$ cat src/rtl/burst_col_pkg.sv
package burst_col_pkg;
  localparam int COL_W = 8;
  localparam logic [2:0] LEN_1    = 3'd0;
  localparam logic [2:0] LEN_2    = 3'd1;
  localparam logic [2:0] LEN_4    = 3'd2;
  localparam logic [2:0] LEN_8    = 3'd3;
  localparam logic [2:0] LEN_PAGE = 3'd7;
endpackage

$ cat src/rtl/burst_len_dec.sv
module burst_len_dec
  import burst_col_pkg::*;
#(
  parameter int W = COL_W
) (
  input  logic [2:0]   len_code,
  input  logic         is_write,
  input  logic         wr_single,
  output logic [W-1:0] blk_mask,
  output logic         page
);
  always_comb begin
    page     = 1'b0;
    blk_mask = '0;
    case (len_code)
      LEN_1:    blk_mask = '0;
      LEN_2:    blk_mask = W'(1);
      LEN_4:    blk_mask = W'(3);
      LEN_8:    blk_mask = W'(7);
      LEN_PAGE: begin
        blk_mask = '1;
        page     = 1'b1;
      end
      default:  blk_mask = '0;
    endcase
    if (is_write && wr_single) begin
      blk_mask = '0;
      page     = 1'b0;
    end
  end
endmodule

$ cat src/rtl/burst_col_step.sv
module burst_col_step
  import burst_col_pkg::*;
#(
  parameter int W = COL_W
) (
  input  logic [W-1:0] base,
  input  logic [W-1:0] beat,
  input  logic [W-1:0] blk_mask,
  input  logic         page,
  input  logic         ilv,
  output logic [W-1:0] col
);
  logic [W-1:0] off0, seq_off, xor_off, sel_off;

  always_comb begin
    off0    = base & blk_mask;
    seq_off = (off0 + beat) & blk_mask;
    xor_off = (off0 ^ beat) & blk_mask;
    sel_off = (ilv && !page) ? xor_off : seq_off;
    col     = (base & ~blk_mask) | sel_off;
  end
endmodule

$ cat src/rtl/burst_col_gen.sv
module burst_col_gen
  import burst_col_pkg::*;
#(
  parameter int W = COL_W
) (
  input  logic         clk,
  input  logic         rst_n,
  input  logic [2:0]   cfg_len,
  input  logic         cfg_interleave,
  input  logic         cfg_wr_single,
  input  logic         cmd_start,
  input  logic         cmd_write,
  input  logic [W-1:0] cmd_col,
  input  logic         cmd_stop,
  output logic [W-1:0] col_out,
  output logic         col_valid,
  output logic         col_last
);
  logic         act_q, page_q, il_q;
  logic [W-1:0] base_q, beat_q, mask_q, col_q;
  logic [W-1:0] dec_mask, step_col, beat_nx;
  logic         dec_page, fin;

  burst_len_dec #(.W(W)) u_dec (
    .len_code (cfg_len),
    .is_write (cmd_write),
    .wr_single(cfg_wr_single),
    .blk_mask (dec_mask),
    .page     (dec_page)
  );

  assign beat_nx = beat_q + W'(1);

  burst_col_step #(.W(W)) u_step (
    .base    (base_q),
    .beat    (beat_nx),
    .blk_mask(mask_q),
    .page    (page_q),
    .ilv     (il_q),
    .col     (step_col)
  );

  assign fin = act_q && !page_q && (beat_q == mask_q);

  always_ff @(posedge clk or negedge rst_n) begin
    if (!rst_n) begin
      act_q  <= 1'b0;
      page_q <= 1'b0;
      il_q   <= 1'b0;
      base_q <= '0;
      beat_q <= '0;
      mask_q <= '0;
      col_q  <= '0;
    end else if (cmd_start) begin
      act_q  <= 1'b1;
      page_q <= dec_page;
      il_q   <= cfg_interleave;
      base_q <= cmd_col;
      beat_q <= '0;
      mask_q <= dec_mask;
      col_q  <= cmd_col;
    end else if (cmd_stop) begin
      act_q <= 1'b0;
    end else if (act_q) begin
      if (fin) begin
        act_q <= 1'b0;
      end else begin
        beat_q <= beat_nx;
        col_q  <= step_col;
      end
    end
  end

  assign col_out   = col_q;
  assign col_valid = act_q;
  assign col_last  = fin;
endmodule

$ cat config.mk
export PLATFORM = sky130hd
export DESIGN_NAME = burst_col_gen
export DESIGN_NICKNAME = d
export VERILOG_FILES = /design/src/rtl/burst_col_pkg.sv /design/src/rtl/burst_len_dec.sv /design/src/rtl/burst_col_step.sv /design/src/rtl/burst_col_gen.sv
export SDC_FILE = /design/constraint.sdc
export NUM_CORES = 1
export LEC_CHECK = 0
export BUFFER_PORTS_ARGS = -buffer_cell sky130_fd_sc_hd__buf_2
export CORE_MARGIN = 1
export CORE_UTILIZATION = 62
export DETAILED_ROUTE_END_ITERATION = 6
export PLACE_DENSITY = 0.92
export SETUP_SLACK_MARGIN = 0.3
export SYNTH_ARGS = -nofsm -noshare
export SYNTH_HDL_FRONTEND = slang
export SYNTH_SLANG_ARGS = --single-unit
$ cat constraint.sdc
create_clock -name clk -period 5.85 [get_ports clk]
set_input_delay 1.4625 -clock clk [delete_from_list [all_inputs] [get_ports clk]]
set_output_delay 1.4625 -clock clk [all_outputs]
set_load 0.01 [all_outputs]
## Word-level counts from Yosys, hierarchy flattened

Cells that the tools add are included.

- Flip-flop bits (word level): 35
- Latch bits: 0
- Memory bits (writable): 0
- Bits in read-only memories: 0
- Bits of input ports: 18
- Output and inout bits: 10
- Logic and storage cells: 47
- Memories kept: 0

- Add/sub/neg operators: 2
- Multiply operators: 0
- Div/mod/pow operators: 0
- $lt $le $gt $ge: 0
- Equality and inequality tests: 7
- Shift-type cells: 0
- Muxes and demuxes: 17
- Bitwise gates (word level): 7
- Reductions and logical operators: 7

Operator list:

| cell | count |
|---|---|
| $mux 8 | 10 |
| $and 8x8->8 | 4 |
| $pmux 8 s4 | 1 |
| $add 8x1->8 const B | 1 |
| $add 8x8->8 | 1 |
| $eq 8x8->1 | 1 |
| $not 8->8 | 1 |
| $or 8x8->8 | 1 |
| $xor 8x8->8 | 1 |
| $eq 3x2->1 const B | 2 |
| $mux 1 | 6 |
| $logic_and 1x1->1 | 4 |
| $ne 2x2->1 const B | 2 |
| $eq 3x1->1 const B | 1 |
| $eq 3x3->1 const B | 1 |
| $reduce_and 3->1 | 1 |
| $reduce_bool 2->1 | 1 |
| $logic_not 1->1 | 1 |

## Longest topological paths before layout

- Depth after elaboration: 9
- Depth in mapped cells: 10
- Gate-level depth less buffers: 10

## Hierarchy

Synthesis repeated with hierarchy kept, for this count alone.

- Cells, all modules: 244
- Area, all modules: 2,344.7 um^2

Modules (own cells, without submodules):

| module | instances | cells an instance | area each (um^2) | sequential area each (um^2) |
|---|---|---|---|---|
| burst_col_gen | 1 | 151 | 1,721.7 | 875.8 |
| burst_col_step | 1 | 79 | 523.0 | 0.0 |
| burst_len_dec | 1 | 14 | 100.1 | 0.0 |

## Worst setup path after synthesis

Ideal clock, no wire load.

- Path kind: reg-to-reg
- Start point: register beat_q[0]
- End point: register col_q[7] (netlist: col_out[7])
- Arrival: 2.685 ns
- Required time: 5.781 ns
- Slack: 3.096 ns
- Stages on the path, launching flop included: 11
- Buffers on the path: 0
- Clock period less this slack: 2.754 ns
- Cells stage by stage: dfrtp_1 > ha_1 > nand3_1 > xnor2_2 > ha_1 > or3_1 > o21ai_0 > nor3_4 > o2111a_1 > or4_1 > nand3_1

- Cells in the longest elaborated chain, start to end: 9

Ends and longest elaborated chain:

| item | line | source |
|---|---|---|
| from (decl) | burst_col_gen.sv:20 | `logic [W-1:0] base_q, beat_q, mask_q, col_q;` |
| from (signal assigned) | burst_col_gen.sv:68 | `beat_q <= beat_nx;` |
| $add 8x1->8 | burst_col_gen.sv:32 | `assign beat_nx = beat_q + W'(1);` |
| $add 8x8->8 / $xor 8x8->8 (equally long branches) | burst_col_step.sv:17, burst_col_step.sv:18 |  |
| $and 8x8->8, on equally long branches | burst_col_step.sv:17, burst_col_step.sv:18 |  |
| $mux 8 | burst_col_step.sv:19 | `sel_off = (ilv && !page) ? xor_off : seq_off;` |
| $or 8x8->8 | burst_col_step.sv:20 | `col = (base & ~blk_mask) \| sel_off;` |
| $mux 8 | burst_col_gen.sv:65 | `if (fin) begin` |
| $mux 8 | burst_col_gen.sv:64 | `end else if (act_q) begin` |
| $mux 8 | burst_col_gen.sv:62 | `end else if (cmd_stop) begin` |
| $mux 8 | burst_col_gen.sv:54 | `end else if (cmd_start) begin` |
| to (signal assigned) | burst_col_gen.sv:61 | `col_q <= cmd_col;` |
| to (signal assigned) | burst_col_gen.sv:69 | `col_q <= step_col;` |
| to (decl) | burst_col_gen.sv:20 |  |

Several ways; a longest one is shown, not always the timed one. The select of a mux whose other input is x is not followed.
A chain may end at the register's enable or synchronous reset.

## Worst setup path after layout

- Start point: register beat_q[2]
- End point: output col_last

- Cells in the longest elaborated chain, start to end: 2

Ends and longest elaborated chain:

| item | line | source |
|---|---|---|
| $eq 8x8->1 | burst_col_gen.sv:43 | `assign fin = act_q && !page_q && (beat_q == mask_q);` |
| $logic_and 1x1->1 | burst_col_gen.sv:43 |  |
| to (decl) | burst_col_gen.sv:17 | `output logic col_last` |

Every way passes these cells.

==> impl_metrics.env <==
export IMPL_worstSetupPathType="reg2out"
export IMPL_dieArea_um2=3500
export IMPL_crit_path_end_kind="output pin"
export IMPL_rsz0062_at_grt="false"
export IMPL_setup_viol=0
export IMPL_grt_pass1_vias=1695
export IMPL_final_seq_area_um2=776
export IMPL_ir_drop_mv=0.156
export IMPL_cts_resized=0
export IMPL_track_usage=0.270
export IMPL_via_count=1718
export IMPL_place_area_um2=2170
export IMPL_ys_flop_type="dfrtp_1"
export IMPL_cp_startpoint="beat_q[2]"
export IMPL_cts_tree="done"
export IMPL_cp_required_ns=4.39
export IMPL_synth_top_cell_by_area="dfrtp_1"
export IMPL_finalCriticalPeriod_ns=3.26
export IMPL_startpoint_type="flop"
export IMPL_fin_nets=275
export IMPL_powerDensity_nw_per_um2=223
export IMPL_synth_common_cells="31 x dfrtp_1, 27 x nand2_1, 20 x nor2_1, 20 x o21ai_0, 16 x inv_1"
export IMPL_hold_viol=0
export IMPL_muxShareOfSynthArea=0.0321
export IMPL_cp_cell_sequence="xor2_1 > nor4_1 > and3_1 > buf_2"
export IMPL_slew_headroom=0.564
export IMPL_async_reset_ff_frac=1.00
export IMPL_synth_cells=223
export IMPL_slowest_stage="dfrtp_1"
export IMPL_clockBufferDepth=2
export IMPL_clock_sinks=31
export IMPL_ant_nets=0
export IMPL_root_buffer="clkbuf_4"
export IMPL_reg2reg_slack_ns=2.86
export IMPL_reg2reg_to="col_out[7]"
export IMPL_slew_violations=0
export IMPL_multi_input_area_um2=1140
export IMPL_outcome="finished, final reports clean"
export IMPL_synth_seq_cells=31
export IMPL_worst_pin_slew_ns=0.654
export IMPL_ctsHoldBuffers=0
export IMPL_grt_max_degree=40
export IMPL_crit_buf_inv=1
export IMPL_drtPass1Iterations=4
export IMPL_r2r_start="beat_q[0]"
export IMPL_drive_gt1_frac=0.189
export IMPL_nFillCells=239
export IMPL_numCtsBuffers=5
export IMPL_worstHoldPathType="reg2reg"
export IMPL_synth_adder_area_share=0.0642
export IMPL_layout_area_overhead_vs_synth_pct=10.3
export IMPL_route_detailed_drc=0
export IMPL_die_h_um=59.2
export IMPL_synth_most_common_cell="dfrtp_1"
export IMPL_synth_area_leaders="dfrtp_1 38%, nand2_1 5.0%, ha_1 4.9%"
export IMPL_crit_fanout=6
export IMPL_synth_top_family_by_area="simple AND/OR/NAND/NOR gates"
export IMPL_antenna_found_initial=0
export IMPL_post_drt_wl_per_cell_um=14.1
export IMPL_power_leakage_nw=1.08
export IMPL_synth_xor_xnor_area_share=0.110
export IMPL_dieWidth_um=59.2
export IMPL_htreeDepth=2
export IMPL_io_pins=28
export IMPL_syn_area_um2=2030
export IMPL_cp_num_cells=4
export IMPL_max_stage_delay_ns=0.53
export IMPL_synth_top_area_frac=0.383
export IMPL_fin_crit_sh=0.557
export IMPL_min_from="col_out[5]"
export IMPL_antenna_cells=0
export IMPL_clock_latency_ns=0.33
export IMPL_io_buffer_count=27
export IMPL_grt_pass1_wl_mm=6.96
export IMPL_ys_types=52
export IMPL_final_cell_area_um2=2240
export IMPL_ys_warn_count=0
export IMPL_row_count=20
export IMPL_syn_num_nets=250
export IMPL_clock_fmax_ghz=0.307
export IMPL_synth_compound_area_share=0.168
export IMPL_cap_violations=0
export IMPL_gr_total_overflow=0
export IMPL_yosys_area_share_simple=0.188
export IMPL_drt_iter0_drc=103
export IMPL_endpoint="col_last"
export IMPL_rr_worst_depth=10
export IMPL_initial_core_util=0.659
export IMPL_crit_arrival_ns=1.80
export IMPL_path_delay_family="simple AND/OR/NAND/NOR gates"
export IMPL_drt_vias_per_instance=5.86
export IMPL_synth_edf_count=0
export IMPL_post_cts_repair_setup_buffers=0
export IMPL_syn_avg_cell_area_um2=9.09
export IMPL_finalSetupTns_ns=0
export IMPL_skew_ns=0.00471
export IMPL_synth_seq_area_share=0.383
export IMPL_clkTransAtPathRegs_ns=0.09
export IMPL_wirelength_mm=4.13
export IMPL_core_area_um2=3080
export IMPL_finalWeightedCongestion=0.833
export IMPL_place_hpwl_mm=3.07
[cells by family after synthesis]
group                    after synthesis
flip-flops                            31
XOR/XNOR                              21
adder cells (fa/ha/maj)               10
buffers and inverters                 25
multiplexers                           6
AO/OA/AOI/OAI                         54
AND/OR/NAND/NOR                       76
[registers in the layout (all words and copies together), names as in the netlist]
signal	cells
col_valid	1
col_out	8
page_q	1
mask_q	4
base_q	8
beat_q	8
il_q	1
[cell usage in the layout, fill, tap and decap left out, types with 3 or more instances in the layout]
cell / synthesis / routed
o21ai_1: 4 / 4
mux2_2: 4 / 4
inv_1: 16 / 16
dfrtp_1: 31 / 31
clkbuf_4: 0 / 5
nor2_1: 20 / 20
buf_2: 1 / 27
nand3_1: 7 / 7
xnor2_1: 7 / 7
xor2_1: 11 / 11
nand2_1: 27 / 27
a21oi_1: 11 / 11
or3_1: 3 / 3
and3_1: 3 / 3
ha_1: 8 / 8
o21ai_0: 20 / 20
[worst min-delay path by stage]
stage	endpoint	cells past startpoint
after global routing	col_out[5]	2
final	col_out[5]	2
after floorplan	base_q[5]	2
after detailed placement	base_q[5]	2
after global placement	col_out[5]	2
after CTS	base_q[5]	2
[worst reg2reg max path: cells and delay by family, from the launching register on]
| kind | cells | cell delay [ns] |
|---|---|---|
| AOI/OAI and AO/OA | 2 | 0.44 |
| xor gates and xnor gates | 1 | 0.21 |
| adders and majority gates | 2 | 0.61 |
| DFF | 1 | 0.44 |
| and+or+nand+nor | 5 | 1.25 |
[layer usage]
metal  GRT usage  routed length [µm]  share of wire  vias to the layer above
met5           0                   0              0                        -
met1       0.288                1750           0.42                      836
met2       0.489                2110           0.51                       38
li1            -                   -              -                      833
met3      0.0721                 169          0.041                       11
met4       0.136                 103          0.025                        0
[report_power, final]
| group | leakage (nW) | switching (mW) | internal [mW] |
|---|---|---|---|
| registers | 0.394 | 0.0146 | 0.233 |
| logic | 0.650 | 0.0638 | 0.0426 |
| clock network | 0.0386 | 0.0734 | 0.0707 |
[metrics by stage]
stage               hold WS [ns]   util  power [mW]  worst slack [ns]  std cells
global placement           0.464  0.704       0.352              2.78        285
finish                     0.497  0.726       0.498              2.59        293
detailed placement         0.488  0.704       0.357              2.72        285
CTS                        0.510  0.726       0.500              2.60        293
floorplan                  0.448      -       0.322              3.10        223
global route               0.542  0.726       0.524              2.55        293
[final cells by class]
class / instances / area share
multi-input combinational: 167 / 0.510
tap: 44 / 0.0246
timing repair buffer: 27 / 0.0604
inverter: 16 / 0.0269
sequential: 31 / 0.347
clock buffer: 8 / 0.0308
Note: power is estimated with default switching activity, not from simulation.
